## src/rtl/proc_seq_pkg.sv

```systemverilog
package proc_seq_pkg;
  localparam int NUM_ST = 15;
  localparam int S_IDLE     = 0;
  localparam int S_RESTART  = 1;
  localparam int S_FETCH    = 2;
  localparam int S_DECODE   = 3;
  localparam int S_FEXE     = 4;
  localparam int S_EXC      = 5;
  localparam int S_REINIT   = 6;
  localparam int S_DDATA    = 7;
  localparam int S_WFI      = 8;
  localparam int S_WFI_WAIT = 9;
  localparam int S_LD       = 10;
  localparam int S_LD_WAIT  = 11;
  localparam int S_ST       = 12;
  localparam int S_ST_WAIT  = 13;
  localparam int S_MD       = 14;

  typedef logic [NUM_ST-1:0] st_vec_t;

  typedef struct packed {
    logic start;
    logic is_load;
    logic is_store;
    logic is_wfi;
    logic is_muldiv;
    logic branch;
    logic mret;
    logic tgt_b1;
    logic ld_mis;
    logic st_mis;
    logic ld_done;
    logic st_done;
    logic md_done;
    logic timer;
    logic irq;
    logic ecall;
    logic exc;
    logic dacc;
  } seq_cond_t;
endpackage

```

## src/rtl/seq_next.sv

```systemverilog
module seq_next
  import proc_seq_pkg::*;
(
  input  st_vec_t   cur_i,
  input  seq_cond_t c_i,
  output st_vec_t   nxt_o
);
  logic fexe_trap;
  logic restart;

  // any of the three trap sources seen in fetch/execute
  assign fexe_trap = (c_i.timer & c_i.irq & c_i.ecall)
                   | (c_i.branch & c_i.tgt_b1)
                   | (c_i.exc & c_i.dacc);
  assign restart = c_i.branch | c_i.mret;

  always_comb begin
    nxt_o = '0;
    if (cur_i[S_IDLE]) begin
      if (c_i.start) nxt_o[S_RESTART] = 1'b1;
      else           nxt_o[S_IDLE]    = 1'b1;
    end
    if (cur_i[S_RESTART]) nxt_o[S_FETCH]  = 1'b1;
    if (cur_i[S_FETCH])   nxt_o[S_DECODE] = 1'b1;
    if (cur_i[S_DECODE])  nxt_o[S_FEXE]   = 1'b1;
    if (cur_i[S_FEXE]) begin
      if (fexe_trap)    nxt_o[S_EXC]     = 1'b1;
      else if (restart) nxt_o[S_RESTART] = 1'b1;
      else              nxt_o[S_DDATA]   = 1'b1;
    end
    if (cur_i[S_DDATA]) begin
      if (c_i.is_wfi)         nxt_o[S_WFI]  = 1'b1;
      else if (c_i.is_store)  nxt_o[S_ST]   = 1'b1;
      else if (c_i.is_load)   nxt_o[S_LD]   = 1'b1;
      else if (c_i.is_muldiv) nxt_o[S_MD]   = 1'b1;
      else                    nxt_o[S_FEXE] = 1'b1;
    end
    if (cur_i[S_WFI]) nxt_o[S_WFI_WAIT] = 1'b1;
    if (cur_i[S_WFI_WAIT]) begin
      if (c_i.timer & c_i.irq) nxt_o[S_EXC]      = 1'b1;
      else                     nxt_o[S_WFI_WAIT] = 1'b1;
    end
    if (cur_i[S_LD]) nxt_o[S_LD_WAIT] = 1'b1;
    if (cur_i[S_LD_WAIT]) begin
      if (c_i.ld_mis)       nxt_o[S_EXC]     = 1'b1;
      else if (c_i.ld_done) nxt_o[S_FEXE]    = 1'b1;
      else                  nxt_o[S_LD_WAIT] = 1'b1;
    end
    if (cur_i[S_ST]) nxt_o[S_ST_WAIT] = 1'b1;
    if (cur_i[S_ST_WAIT]) begin
      if (c_i.st_mis)       nxt_o[S_EXC]     = 1'b1;
      else if (c_i.st_done) nxt_o[S_FEXE]    = 1'b1;
      else                  nxt_o[S_ST_WAIT] = 1'b1;
    end
    if (cur_i[S_MD]) begin
      if (c_i.md_done) nxt_o[S_FEXE] = 1'b1;
      else             nxt_o[S_MD]   = 1'b1;
    end
    if (cur_i[S_EXC])    nxt_o[S_REINIT]  = 1'b1;
    if (cur_i[S_REINIT]) nxt_o[S_RESTART] = 1'b1;
  end
endmodule

```

## src/rtl/seq_state_reg.sv

```systemverilog
module seq_state_reg
  import proc_seq_pkg::*;
(
  input  logic    clk_i,
  input  logic    rst_ni,
  input  st_vec_t nxt_i,
  input  logic    md_done_i,
  input  logic    start_i,
  output st_vec_t cur_o
);
  localparam st_vec_t RST_VEC = st_vec_t'(1) << S_IDLE;

  always_ff @(posedge clk_i or negedge rst_ni) begin
    if (!rst_ni) cur_o <= RST_VEC;
    else         cur_o <= nxt_i;
  end

  a_r1_onehot: assert property (@(posedge clk_i) disable iff (!rst_ni)
    $countones(cur_o) == 1);
  a_r2_idle_hold: assert property (@(posedge clk_i) disable iff (!rst_ni)
    (cur_o[S_IDLE] && !start_i) |=> cur_o[S_IDLE]);
  a_r10_md_hold: assert property (@(posedge clk_i) disable iff (!rst_ni)
    (cur_o[S_MD] && !md_done_i) |=> cur_o[S_MD]);
  a_r12_exc_reinit: assert property (@(posedge clk_i) disable iff (!rst_ni)
    cur_o[S_EXC] |=> cur_o[S_REINIT]);
  a_r12_reinit_restart: assert property (@(posedge clk_i) disable iff (!rst_ni)
    cur_o[S_REINIT] |=> cur_o[S_RESTART]);
endmodule

```

## src/rtl/seq_outputs.sv

```systemverilog
module seq_outputs
  import proc_seq_pkg::*;
#(
  parameter int ADDR_W = 32
) (
  input  logic              clk_i,
  input  logic              rst_ni,
  input  st_vec_t           cur_i,
  input  logic              start_i,
  input  logic [ADDR_W-1:0] start_addr_i,
  output logic              paused_o,
  output logic              pc_init_o,
  output logic              fetch_start_o,
  output logic              exc_entry_o,
  output logic [ADDR_W-1:0] fetch_addr_o
);
  assign paused_o      = cur_i[S_IDLE];
  assign pc_init_o     = cur_i[S_IDLE] & start_i;
  assign fetch_start_o = cur_i[S_RESTART];
  assign exc_entry_o   = cur_i[S_EXC];

  always_ff @(posedge clk_i or negedge rst_ni) begin
    if (!rst_ni)        fetch_addr_o <= '0;
    else if (pc_init_o) fetch_addr_o <= {start_addr_i[ADDR_W-1:1], 1'b0};
  end

  a_r3_addr_load: assert property (@(posedge clk_i) disable iff (!rst_ni)
    pc_init_o |=> (fetch_addr_o[ADDR_W-1:1] == $past(start_addr_i[ADDR_W-1:1])
                   && !fetch_addr_o[0]));
  a_r3_addr_hold: assert property (@(posedge clk_i) disable iff (!rst_ni)
    !pc_init_o |=> $stable(fetch_addr_o));
endmodule

```

## src/rtl/proc_seq.sv

```systemverilog
module proc_seq
  import proc_seq_pkg::*;
#(
  parameter int ADDR_W = 32
) (
  input  logic              clk_i,
  input  logic              rst_ni,
  input  logic              start_i,
  input  logic [ADDR_W-1:0] start_addr_i,
  input  logic              is_load_i,
  input  logic              is_store_i,
  input  logic              is_wfi_i,
  input  logic              is_muldiv_i,
  input  logic              branch_i,
  input  logic              mret_i,
  input  logic [1:0]        br_tgt_lo_i,
  input  logic              ld_misalign_i,
  input  logic              st_misalign_i,
  input  logic              ld_done_i,
  input  logic              st_done_i,
  input  logic              md_done_i,
  input  logic              timer_i,
  input  logic              irq_i,
  input  logic              ecall_i,
  input  logic              exc_i,
  input  logic              data_acc_en_i,
  output logic [NUM_ST-1:0] state_o,
  output logic              paused_o,
  output logic              pc_init_o,
  output logic              fetch_start_o,
  output logic              exc_entry_o,
  output logic [ADDR_W-1:0] fetch_addr_o
);
  seq_cond_t cond;
  st_vec_t   cur, nxt;
  logic      unused_b0;

  assign unused_b0 = br_tgt_lo_i[0];

  always_comb begin
    cond.start     = start_i;
    cond.is_load   = is_load_i;
    cond.is_store  = is_store_i;
    cond.is_wfi    = is_wfi_i;
    cond.is_muldiv = is_muldiv_i;
    cond.branch    = branch_i;
    cond.mret      = mret_i;
    cond.tgt_b1    = br_tgt_lo_i[1];
    cond.ld_mis    = ld_misalign_i;
    cond.st_mis    = st_misalign_i;
    cond.ld_done   = ld_done_i;
    cond.st_done   = st_done_i;
    cond.md_done   = md_done_i;
    cond.timer     = timer_i;
    cond.irq       = irq_i;
    cond.ecall     = ecall_i;
    cond.exc       = exc_i;
    cond.dacc      = data_acc_en_i;
  end

  seq_next u_next (
    .cur_i (cur),
    .c_i   (cond),
    .nxt_o (nxt)
  );

  seq_state_reg u_reg (
    .clk_i     (clk_i),
    .rst_ni    (rst_ni),
    .nxt_i     (nxt),
    .md_done_i (md_done_i),
    .start_i   (start_i),
    .cur_o     (cur)
  );

  seq_outputs #(.ADDR_W(ADDR_W)) u_out (
    .clk_i         (clk_i),
    .rst_ni        (rst_ni),
    .cur_i         (cur),
    .start_i       (start_i),
    .start_addr_i  (start_addr_i),
    .paused_o      (paused_o),
    .pc_init_o     (pc_init_o),
    .fetch_start_o (fetch_start_o),
    .exc_entry_o   (exc_entry_o),
    .fetch_addr_o  (fetch_addr_o)
  );

  assign state_o = cur;

  a_r5_trap_entry: assert property (@(posedge clk_i) disable iff (!rst_ni)
    (cur[S_FEXE] && ((timer_i && irq_i && ecall_i) || (branch_i && br_tgt_lo_i[1])
                     || (exc_i && data_acc_en_i))) |=> exc_entry_o);
  a_r11_wfi_exit: assert property (@(posedge clk_i) disable iff (!rst_ni)
    (cur[S_WFI_WAIT] && timer_i && irq_i) |=> exc_entry_o);
  a_r8_ld_misalign: assert property (@(posedge clk_i) disable iff (!rst_ni)
    (cur[S_LD_WAIT] && ld_misalign_i) |=> exc_entry_o);
  a_r9_st_misalign: assert property (@(posedge clk_i) disable iff (!rst_ni)
    (cur[S_ST_WAIT] && st_misalign_i) |=> exc_entry_o);
endmodule

```

## config.mk

```make
export PLATFORM = sky130hd
export DESIGN_NAME = proc_seq
export DESIGN_NICKNAME = d
export VERILOG_FILES = /design/src/rtl/proc_seq_pkg.sv /design/src/rtl/seq_next.sv /design/src/rtl/seq_state_reg.sv /design/src/rtl/seq_outputs.sv /design/src/rtl/proc_seq.sv
export SDC_FILE = /design/constraint.sdc
export NUM_CORES = 1
export LEC_CHECK = 0
export ABC_AREA = 0
export BUFFER_PORTS_ARGS = -buffer_cell sky130_fd_sc_hd__clkbuf_2
export CAP_MARGIN = 10
export CORE_AREA = 8 8 71 88
export DETAILED_ROUTE_END_ITERATION = 8
export DIE_AREA = 0 0 79 96
export PLACE_DENSITY = 0.74
export SLEW_MARGIN = 5
export SYNTH_ARGS = -nofsm -noshare
export SYNTH_HDL_FRONTEND = slang
export SYNTH_HIERARCHICAL = 1
export SYNTH_SLANG_ARGS = --single-unit
```

## constraint.sdc

```tcl
create_clock -name clk_i -period 1.1 [get_ports clk_i]
set_input_delay 0.22 -clock clk_i [delete_from_list [all_inputs] [get_ports clk_i]]
set_output_delay 0.22 -clock clk_i [all_outputs]
set_load 0.03 [all_outputs]
```

==> results of run 1 <==
[worst max path at each step]
stage,from,end,slack (ns),cells after the start
final,u_reg/cur_o[0],pc_init_o,-0.31,4
after detailed placement,u_reg/cur_o[0],u_out/fetch_addr_o[8],-0.12,3
after floorplan,u_reg/cur_o[0],u_out/fetch_addr_o[20],-0.22,3
after global routing,u_reg/cur_o[0],pc_init_o,-0.37,4
after global placement,u_reg/cur_o[0],u_out/fetch_addr_o[30],-0.12,3
after CTS,u_reg/cur_o[0],pc_init_o,-0.35,4
[layout by cell type, fill, tap and decap left out, drive strengths merged]
cell type	Yosys	routed
buf	10	68
and3	1	1
a221o	1	1
clkinvlp	0	1
inv	5	4
a221oi	1	1
o211ai	1	1
a222oi	2	2
mux2	31	31
nor4bb	1	1
a21o	2	2
o21ai	2	2
nand2b	2	2
nor2	2	2
clkinv	0	1
nand2	3	3
clkbuf	0	61
nor2b	2	2
dlygate4sd3	0	1
dfstp	1	1
nor4b	1	1
and3b	1	1
o21bai	1	1
and2	2	2
dfrtp	45	45
conb	1	1
[final cells by class]
| type | instances | area, µm² | share of cell area, % |
|---|---|---|---|
| multi-input cells | 57 | 663 | 21.5 |
| repair buffers | 123 | 1070 | 34.7 |
| clock inverters | 1 | 5.00 | 0.163 |
| flip-flops and latches | 46 | 1160 | 37.6 |
| clock buffers | 7 | 86.3 | 2.80 |
| inverters | 5 | 22.5 | 0.731 |
| well taps | 62 | 77.6 | 2.52 |
[flip-flops by register name, summed over array words and instances, names as in the netlist]
| register | cells |
|---|---|
| u_reg/cur_o | 15 |
| u_out/fetch_addr_o | 31 |
[metal layers]
layer | up-vias | wire (µm) | share of wire [%]
met5 | - | 0 | 0
li1 | 639 | - | -
met4 | 0 | 84 | 1.6
met1 | 664 | 2020 | 39
met2 | 69 | 2520 | 49
met3 | 7 | 528 | 10
[power breakdown]
part / switching, µW / total (µW) / internal [µW]
Clock: 541 / 1050 / 508
Combinational: 299 / 614 / 316
Sequential: 68.9 / 1820 / 1750
Total: 909 / 3480 / 2570
[worst reg2reg max path, cell delays in order (launching register included)]
cell and delay, ns:
dfstp_2 0.56, nand2_4 0.05, buf_4 0.17, buf_12 0.16
mux2_4 0.31
[what timing repair did]
action	in CTS	in global routing
resized for setup	54	107
buffers inserted	5	9
pin swaps	1	1
setup endpoints to repair	60	84
hold buffers	1	0
hold endpoints to repair	45	0
cloned	1	0
[metrics by stage]
step	setup TNS, ns	hold WS, ns
after floorplan	-6.57	-0.0756
after global placement	-3.38	0.220
after detailed placement	-3.61	0.232
after CTS	-8.68	0.0944
after global routing	-10.02	0.128
final	-8.12	0.132
[cells by family (layout without fill, tap and decap cells)]
family / count (synthesis) / in the layout / share of synthesized area, %
other cells: 1 / 1 / 0.198
mux: 31 / 31 / 24.2
compound gates: 10 / 10 / 4.23
buf+inv: 15 / 136 / 5.55
simple gates: 15 / 15 / 5.02
flops: 46 / 46 / 60.8
==> key figures, run 1 <==
Yosys
  • Distinct cell type count of the synthesized netlist: 26
  • Async set-reset flop share out of synthesis: 100%
  • Post-Syn Area: 1890 µm²
  • Synth Instances: 118
  • EDFF count, synth: 0
  • Most used flip-flop cell after synthesis: dfrtp_1
  • Top-area cell type share of the netlist area: 59.4%
  • Avg Synthesized Cell Area: 16.1 µm²
  • Net count after synthesis: 171
  • Synth top cells by count: 45 x dfrtp_1, 29 x mux2_4, 7 x buf_4
  • Biggest area consumer among synthesized cells: dfrtp_1
  • Synth area leaders: dfrtp_1 59%, mux2_4 23%, buf_4 2.8%, buf_6 1.8%, dfstp_2 1.4%
  • Cell with the most instances after synthesis: dfrtp_1
  • Register area share after synthesis: 60.8%
  • Synth Register Bits: 46
  • YS warnings: 6

Critical path
  • Max stage delay cell, worst path: dfstp_2
  • Reg-to-reg startpoint: u_reg/cur_o[0]
  • CP peak stage delay: 0.56 ns
  • CP arrival: 1.19 ns
  • CP Cell Sequence: nand2_4 > buf_6 > clkinvlp_4 > buf_8
  • Flop2flop setup slack: -0.26 ns
  • Startpoint types: flop
  • Crit-path max FO: 2
  • Cells on worst reg2reg path: 4
  • Buf/Inv on CP: 3
  • CP delay by family, top: flip-flops
  • Crit path capture type: primary output
  • Kind of critical path: flop to primary output
  • Worst Path Required: 0.88 ns
  • Reg-to-reg endpoint: u_out/fetch_addr_o[8]

Timing
  • Final Skew: 0.00709 ns
  • Fmax: 711 MHz
  • Worst-margin pin slew: 0.549 ns
  • Final setup violation count: 40
  • Final min period: 1.41 ns
  • Final hold violation count: 0
  • RSZ-0062 raised after global routing: yes
  • Headroom to the max-slew limit: 63.4%
  • Final Cycle Share: 128%
  • Slew Limit Fails: 0
  • Final WS setup: -0.306 ns

Hold path
  • Hold Crit Endpoint: u_reg/cur_o[13]
  • Hold Path Class: primary input to flop
  • WHS Path Cells: 2
  • Worst hold start: st_done_i

Clocking
  • Clk buf depth: 2
  • Htree depth: 2
  • Count of clock tree sinks: 46
  • Clk slew on worst S/H paths: 0.08 ns
  • Clk root buf: clkbuf_8
  • Number of CTS-inserted buffers: 5
  • Clock Latency Late Sink: 0.29 ns
  • TritonCTS clock tree: yes

GRT
  • Pin count of the biggest net entering global routing: 47
  • Met3 Resource Use GR: 7.01%
  • Vias in the first global route: 1585
  • First-pass GRT wire length: 7.46 mm
  • Initial antenna violation count: 0
  • GRT Residual Overflow: 0
  • Tot GR Track Use: 12.7%
  • Met1 GRT Util: 14.7%
  • GR Util met2: 19.6%
  • Busiest layer in global routing: met2

Cells and area
  • Final Cell Area: 3080 µm²
  • Fin nets: 291
  • Non-filler cells, final: 301
  • Area grow syn2layout: 62.5%
  • Ant diodes: 0
  • Fillers: 393
  • Final core utilization: 62.4%
  • Share of layout cells above drive strength 1: 71.5%

Drt
  • Drt total wl: 5.15 mm
  • Number of DRC markers in iteration 0: 42
  • Antenna Violating Nets Remaining: 0
  • Vias per cell: 4.58
  • Pre-antenna DRT Iters: 7
  • Via count: 1379
  • DRC viols: 0
  • Wirelength per Cell: 17.1 µm

Run status
  • Violated checks: setup timing
  • Outcome: finished with violations

Place
  • Placed cells: 278
  • Gp weighted congestion: 0.726
  • DP Area: 2480 µm²
  • Place WS: -0.124 ns
  • Dpl hpwl: 3.47 mm
  • Number of port buffers: 100

Power and ir drop
  • VDD IR-drop max: 658 µV
  • Pwr dens: 1130 nW/µm²
  • Overall power: 3480 µW
  • Leakage: 0.00174 µW

Run
  • Max-Cap Viols: 0

Die
  • Die height: 96 µm
  • Rows: 29
  • IO Pins: 104
  • Die area: 7580 µm²
  • Starting Density: 38.4%
  • Core Box Area: 4930 µm²
  • Die Span X: 79 µm
Power figures use the tool's default switching activity.
==> run 2: changes to the inputs <==
Settings changed: CORE_AREA 8 8 71 88 to 8 8 68 85, DIE_AREA 0 0 79 96 to 0 0 76 93, PLACE_DENSITY 0.74 to 0.77.
Clock period 1.1 ns to 1.4 ns, I/O delays scaled along.
==> key figures, run 2 (synthesis results as in run 1) <==
Timing
  • Fmax: 715 MHz
  • Final Cycle Share: 99.9%
  • Final Skew: 0.00982 ns (+0.00274 ns)
  • Worst-margin pin slew: 0.503 ns (-0.0461 ns)
  • Final setup violation count: 0 (-100%)
  • Final hold violation count: 0 (unchanged)
  • RSZ-0062 raised after global routing: yes
  • Final WS setup: 0.00120 ns (+0.307 ns)
  • Final min period: 1.40 ns
  • Headroom to the max-slew limit: 66.5% (+3.1 points)
  • Slew Limit Fails: 0 (unchanged)

Cells and area
  • Most common cell after layout, fill and taps aside: clkbuf_2
  • Top reg by flops: u_out/fetch_addr_o
  • Biggest regs: u_out/fetch_addr_o x31, u_reg/cur_o x15
  • Max FFs per register: 31 (unchanged)
  • Area grow syn2layout: 36.2%
  • Final core utilization: 57.1% (-5.3 points)
  • Share of layout cells above drive strength 1: 66.8% (-4.7 points)
  • Final Cell Area: 2580 µm² (-16%)
  • Fin nets: 275 (-5.5%)
  • Most frequent cells in the layout: 97 x clkbuf_2, 45 x dfrtp_1, 29 x mux2_4
  • Non-filler cells, final: 283 (-6.0%)
  • Ant diodes: 0 (unchanged)

Die
  • Rows: 28 (-3.4%)
  • Die Span X: 76 µm (-3.8%)
  • Core Box Area: 4520 µm² (-8.4%)
  • IO Pins: 104 (unchanged)
  • Die height: 93 µm (-3.1%)
  • Starting Density: 41.9% (+3.5 points)
  • Die area: 7070 µm² (-6.8%)

Power and ir drop
  • Leakage: 0.00156 µW (-11%)
  • Seq pwr share: 55.7% (+3.5 points)
  • Pint: 1850 µW (-28%)
  • Clock power frac: 30.9% (+0.8 points)
  • Gate power share: 13.4% (-4.2 points)
  • Pwr dens: 978 nW/µm² (-14%)
  • Sw Share: 26.7% (+0.59 points)
  • VDD IR-drop max: 592 µV (-9.9%)
  • Switch Pwr: 673 µW (-26%)

GRT
  • GRT Residual Overflow: 0 (unchanged)
  • Pin count of the biggest net entering global routing: 23 (-51%)
  • Initial antenna violation count: 0 (unchanged)
  • Vias in the first global route: 1441 (-9.1%)
  • Tot GR Track Use: 12.4% (-0.28 points)
  • First-pass GRT wire length: 7.02 mm (-5.9%)

Drt
  • Pre-antenna DRT Iters: 4 (-3)
  • Drt total wl: 4.57 mm (-11%)
  • DRC viols: 0 (unchanged)
  • Number of DRC markers in iteration 0: 27 (-36%)
  • Wirelength per Cell: 16.1 µm (-5.6%)
  • Vias per cell: 4.65 (+1.5%)
  • Antenna Violating Nets Remaining: 0 (unchanged)
  • Via count: 1316 (-4.6%)

Critical path
  • Startpoint types: flop
  • CP Cell Sequence: nand2_4 > clkinvlp_4 > buf_8
  • Worst Path Required: 1.12 ns (+0.24 ns)
  • Max stage delay cell, worst path: dfstp_2
  • Crit path capture type: primary output
  • CP arrival: 1.12 ns (-0.07 ns)
  • Buf/Inv on CP: 2 (-1)
  • CP delay by family, top: flip-flops
  • Kind of critical path: flop to primary output
  • Crit-path max FO: 3 (+1)
  • CP peak stage delay: 0.57 ns (about the same)

Place
  • Number of port buffers: 100 (unchanged)
  • Placed cells: 273 (-1.8%)
  • Gp weighted congestion: 0.695 (-4.3%)
  • Dpl hpwl: 3.53 mm (+1.9%)
  • DP Area: 2450 µm² (-1.3%)
  • Place WS: 0.0805 ns (+0.205 ns)

Clocking
  • Htree depth: 2 (unchanged)
  • Clk slew on worst S/H paths: 0.08 ns (about the same)
  • Clk buf depth: 2 (unchanged)
  • TritonCTS clock tree: yes
  • Clk root buf: clkbuf_8
  • Number of CTS-inserted buffers: 5 (unchanged)
  • Count of clock tree sinks: 46 (unchanged)
  • Clock Latency Late Sink: 0.29 ns (about the same)

Run status
  • Outcome: complete, no violations

Hold path
  • Hold Path Class: primary input to flop

Run
  • Max-Cap Viols: 0 (unchanged)
run 2: cell types whose count changed in the layout (fill, tap and decap cells not counted), sizes merged:
cell,delta
clkbuf,+42
clkinv,+1
buf,-59
run 2: worst paths after layout:
path	startpoint	endpoint	slack, ns	depth (start not counted)
setup / recovery	u_reg/cur_o[0]	pc_init_o	0.001	3
hold / removal	start_i	u_reg/cur_o[0]	0.16	2
setup reg to reg	u_reg/cur_o[0]	u_out/fetch_addr_o[22]	0.07	3
hold reg to reg	u_reg/cur_o[2]	u_reg/cur_o[3]	0.40	0
max in group asynchronous	rst_ni	u_out/fetch_addr_o[22]	0.40	3
min in group asynchronous	rst_ni	u_out/fetch_addr_o[7]	0.48	2
run 2: final cells by class:
| class | instances | area [µm²] |
|---|---|---|
| repair buffers | 107 | 602 |
| inverters | 5 | 22.5 |
| well taps | 60 | 75.1 |
| multi-input cells | 57 | 642 |
| clock buffers | 6 | 72.6 |
| clock inverters | 2 | 13.8 |
| fillers | 385 | 1940 |
| flip-flops and latches | 46 | 1150 |
run 2: per-stage QoR:
stage                     TNS [ns]  total power, µW  hold slack (ns)
after CTS                   -0.145             2570            0.125
after detailed placement         0             1770            0.269
after global placement           0             1770            0.254
final                            0             2520            0.163
after global routing        -0.109             2650            0.157
after floorplan                  0             1630          -0.0156
run 2: power groups by stage:
stage	logic (µW)	clock network, µW	registers [µW]
floorplan	115	0	1520
global placement	337	0	1430
detailed placement	343	0	1430
CTS	345	818	1410
global route	365	870	1410
finish	339	778	1410
run 2: what timing repair did:
action	in CTS	in global routing
endpoints found under the setup margin	3	16
pin swaps	1	0
hold buffers	1	0
endpoints found under the hold margin	15	0
setup buffers	1	1
gates resized for setup	6	5
run 2: routing by layer:
metal	GRT usage, %	part of all wire, %
met5	0	0
met4	4.43	1.3
met3	7.10	10
met2	21.1	51
met1	12.4	37
==> run 3: changes to the inputs <==
Settings changed: REMOVE_ABC_BUFFERS from default to 1.
==> key figures, run 3 (synthesis results as in run 1) <==
Critical path
  • Kind of critical path: flop to primary output
  • Flop2flop setup slack: 0.04 ns (-0.03 ns)
  • CP peak stage delay: 0.57 ns (about the same)
  • Max stage delay cell, worst path: dfstp_2
  • Worst Path Required: 1.12 ns (about the same)
  • Reg-to-reg startpoint: u_reg/cur_o[0]
  • Worst setup startpoint: u_reg/cur_o[0]
  • Worst Setup EP: paused_o
  • Crit path capture type: primary output
  • Reg-to-reg endpoint: u_out/fetch_addr_o[3]
  • CP arrival: 1.10 ns (-0.02 ns)
  • Cells on worst reg2reg path: 4 (+1)
  • Crit-path max FO: 3 (unchanged)
  • Startpoint types: flop
  • CP Cell Sequence: buf_6 > buf_8

Drt
  • Vias per cell: 4.65 (about the same)
  • Antenna Violating Nets Remaining: 0 (unchanged)
  • Pre-antenna DRT Iters: 4 (unchanged)
  • Wirelength per Cell: 16.1 µm (-0.27%)
  • Number of DRC markers in iteration 0: 36 (+33%)
  • Via count: 1324 (+0.61%)
  • Drt total wl: 4.59 mm (+0.44%)
  • DRC viols: 0 (unchanged)

Power and ir drop
  • Pwr dens: 1020 nW/µm² (+4.4%)
  • VDD IR-drop max: 463 µV (-22%)
  • Leakage: 0.00160 µW (+2.4%)

GRT
  • Tot GR Track Use: 13.1% (+0.72 points)
  • First-pass GRT wire length: 7.46 mm (+6.3%)
  • Initial antenna violation count: 0 (unchanged)
  • Vias in the first global route: 1505 (+4.4%)
  • GRT Residual Overflow: 0 (unchanged)
  • Pin count of the biggest net entering global routing: 47 (+100%)

Die
  • Die Span X: 76 µm (unchanged)
  • IO Pins: 104 (unchanged)
  • Die height: 93 µm (unchanged)
  • Rows: 28 (unchanged)
  • Die area: 7070 µm² (unchanged)
  • Starting Density: 41.9% (unchanged)
  • Core Box Area: 4520 µm² (unchanged)

Timing
  • Final Cycle Share: 98.6% (-1.3 points)
  • Worst-margin pin slew: 0.506 ns (+0.00320 ns)
  • Final hold violation count: 0 (unchanged)
  • Final Skew: 0.00565 ns (-0.00417 ns)
  • Final WS setup: 0.0193 ns (+0.0181 ns)
  • Headroom to the max-slew limit: 65.8% (-0.69 points)
  • Final setup violation count: 0 (unchanged)
  • Final min period: 1.38 ns (-0.0181 ns)
  • Slew Limit Fails: 0 (unchanged)
  • Fmax: 724 MHz (+1.3%)
  • RSZ-0062 raised after global routing: yes

Cells and area
  • Ant diodes: 0 (unchanged)
  • Fin nets: 277 (+0.73%)
  • Biggest regs: u_out/fetch_addr_o x31, u_reg/cur_o x15
  • Most common cell after layout, fill and taps aside: clkbuf_2
  • Top reg by flops: u_out/fetch_addr_o
  • Final Cell Area: 2640 µm² (+2.3%)
  • Non-filler cells, final: 285 (+0.71%)
  • Final core utilization: 58.4% (+1.3 points)
  • Share of layout cells above drive strength 1: 66.7% (-0.15 points)
  • Max FFs per register: 31 (unchanged)
  • Area grow syn2layout: 39.4%
  • Most frequent cells in the layout: 97 x clkbuf_2, 45 x dfrtp_1, 29 x mux2_4

Place
  • Place WS: 0.106 ns (+0.0255 ns)
  • Dpl hpwl: 3.59 mm (+1.5%)
  • Placed cells: 274 (+0.37%)
  • DP Area: 2470 µm² (+0.66%)
  • Gp weighted congestion: 0.796 (+15%)
  • Number of port buffers: 100 (unchanged)

Clocking
  • Clk buf depth: 2 (unchanged)
  • Count of clock tree sinks: 46 (unchanged)
  • Clk slew on worst S/H paths: 0.08 ns (about the same)
  • Clock Latency Late Sink: 0.29 ns (about the same)
  • Clk root buf: clkbuf_8
  • Htree depth: 2 (unchanged)
  • TritonCTS clock tree: yes
  • Number of CTS-inserted buffers: 5 (unchanged)

Run
  • Max-Cap Viols: 0 (unchanged)

Hold path
  • Hold Path Class: primary input to flop

Run status
  • Outcome: complete, no violations
[run 3: cell count changes in the layout (fill, tap and decap cells not counted)]
| cell | change |
|---|---|
| clkinv_2 | -1 |
| inv_2 | +1 |
| clkinvlp_4 | -1 |
| buf_4 | -1 |
| bufinv_16 | +1 |
| clkbuf_1 | +1 |
| buf_6 | +1 |
| clkinv_4 | -1 |
| buf_12 | +2 |
[run 3: where the power goes]
part	leakage (µW)	total (µW)	internal (µW)	switching, µW
logic	0.000907	341	122	219
registers	0.000636	1400	1370	31.0
clock network	0.0000524	950	534	415
[run 3: cell type report]
cell class / instances / area [µm²]
Clock buffer: 7 / 76.3
Clock inverter: 1 / 30.0
Fill cell: 375 / 1880
Inverter: 5 / 18.8
Multi-Input combinational cell: 57 / 642
Sequential cell: 46 / 1150
Tap cell: 60 / 75.1
Timing Repair Buffer: 109 / 646
[run 3: timing repair]
item                       4_1_cts  5_1_grt
buffers inserted                 2        0
hold endpoints to repair        45        0
pin swaps                        1        0
gates resized for setup          9        4
cloned                           0        0
setup endpoints to repair        3        4
hold buffers                     1        0
[run 3: worst min path at each step]
stage	start	to	slack [ns]	depth (start not counted)
3_3_place_gp	rst_ni	u_out/fetch_addr_o[12]	0.28	2
4_1_cts	is_store_i	u_reg/cur_o[10]	0.16	2
2_1_floorplan	rst_ni	u_out/fetch_addr_o[10]	-0.02	0
6_report	is_store_i	u_reg/cur_o[10]	0.18	2
5_1_grt	st_done_i	u_reg/cur_o[13]	0.17	2
3_5_place_dp	rst_ni	u_out/fetch_addr_o[13]	0.28	2
[run 3: worst max-delay path: cells and delay by family, from the launching register on]
family / cells / cell delay [ns]
flops: 1 / 0.57
buf+inv: 2 / 0.24
[run 3: through the flow]
step | setup TNS [ns] | hold WS [ns] | total power [µW]
floorplan | -14.72 | -0.0156 | 1590
global placement | 0 | 0.279 | 1770
detailed placement | 0 | 0.282 | 1770
CTS | -0.0150 | 0.158 | 2740
global route | -0.0356 | 0.173 | 2820
finish | 0 | 0.179 | 2690
[run 3: metal layers]
layer  up-vias  global-route usage, %  routed length [µm]
li1        609                      -                   -
met1       646                   13.5                1720
met2        63                   23.3                2450
met3         6                   4.61                 357
met4         0                   6.39                  62
met5         -                      0                   0
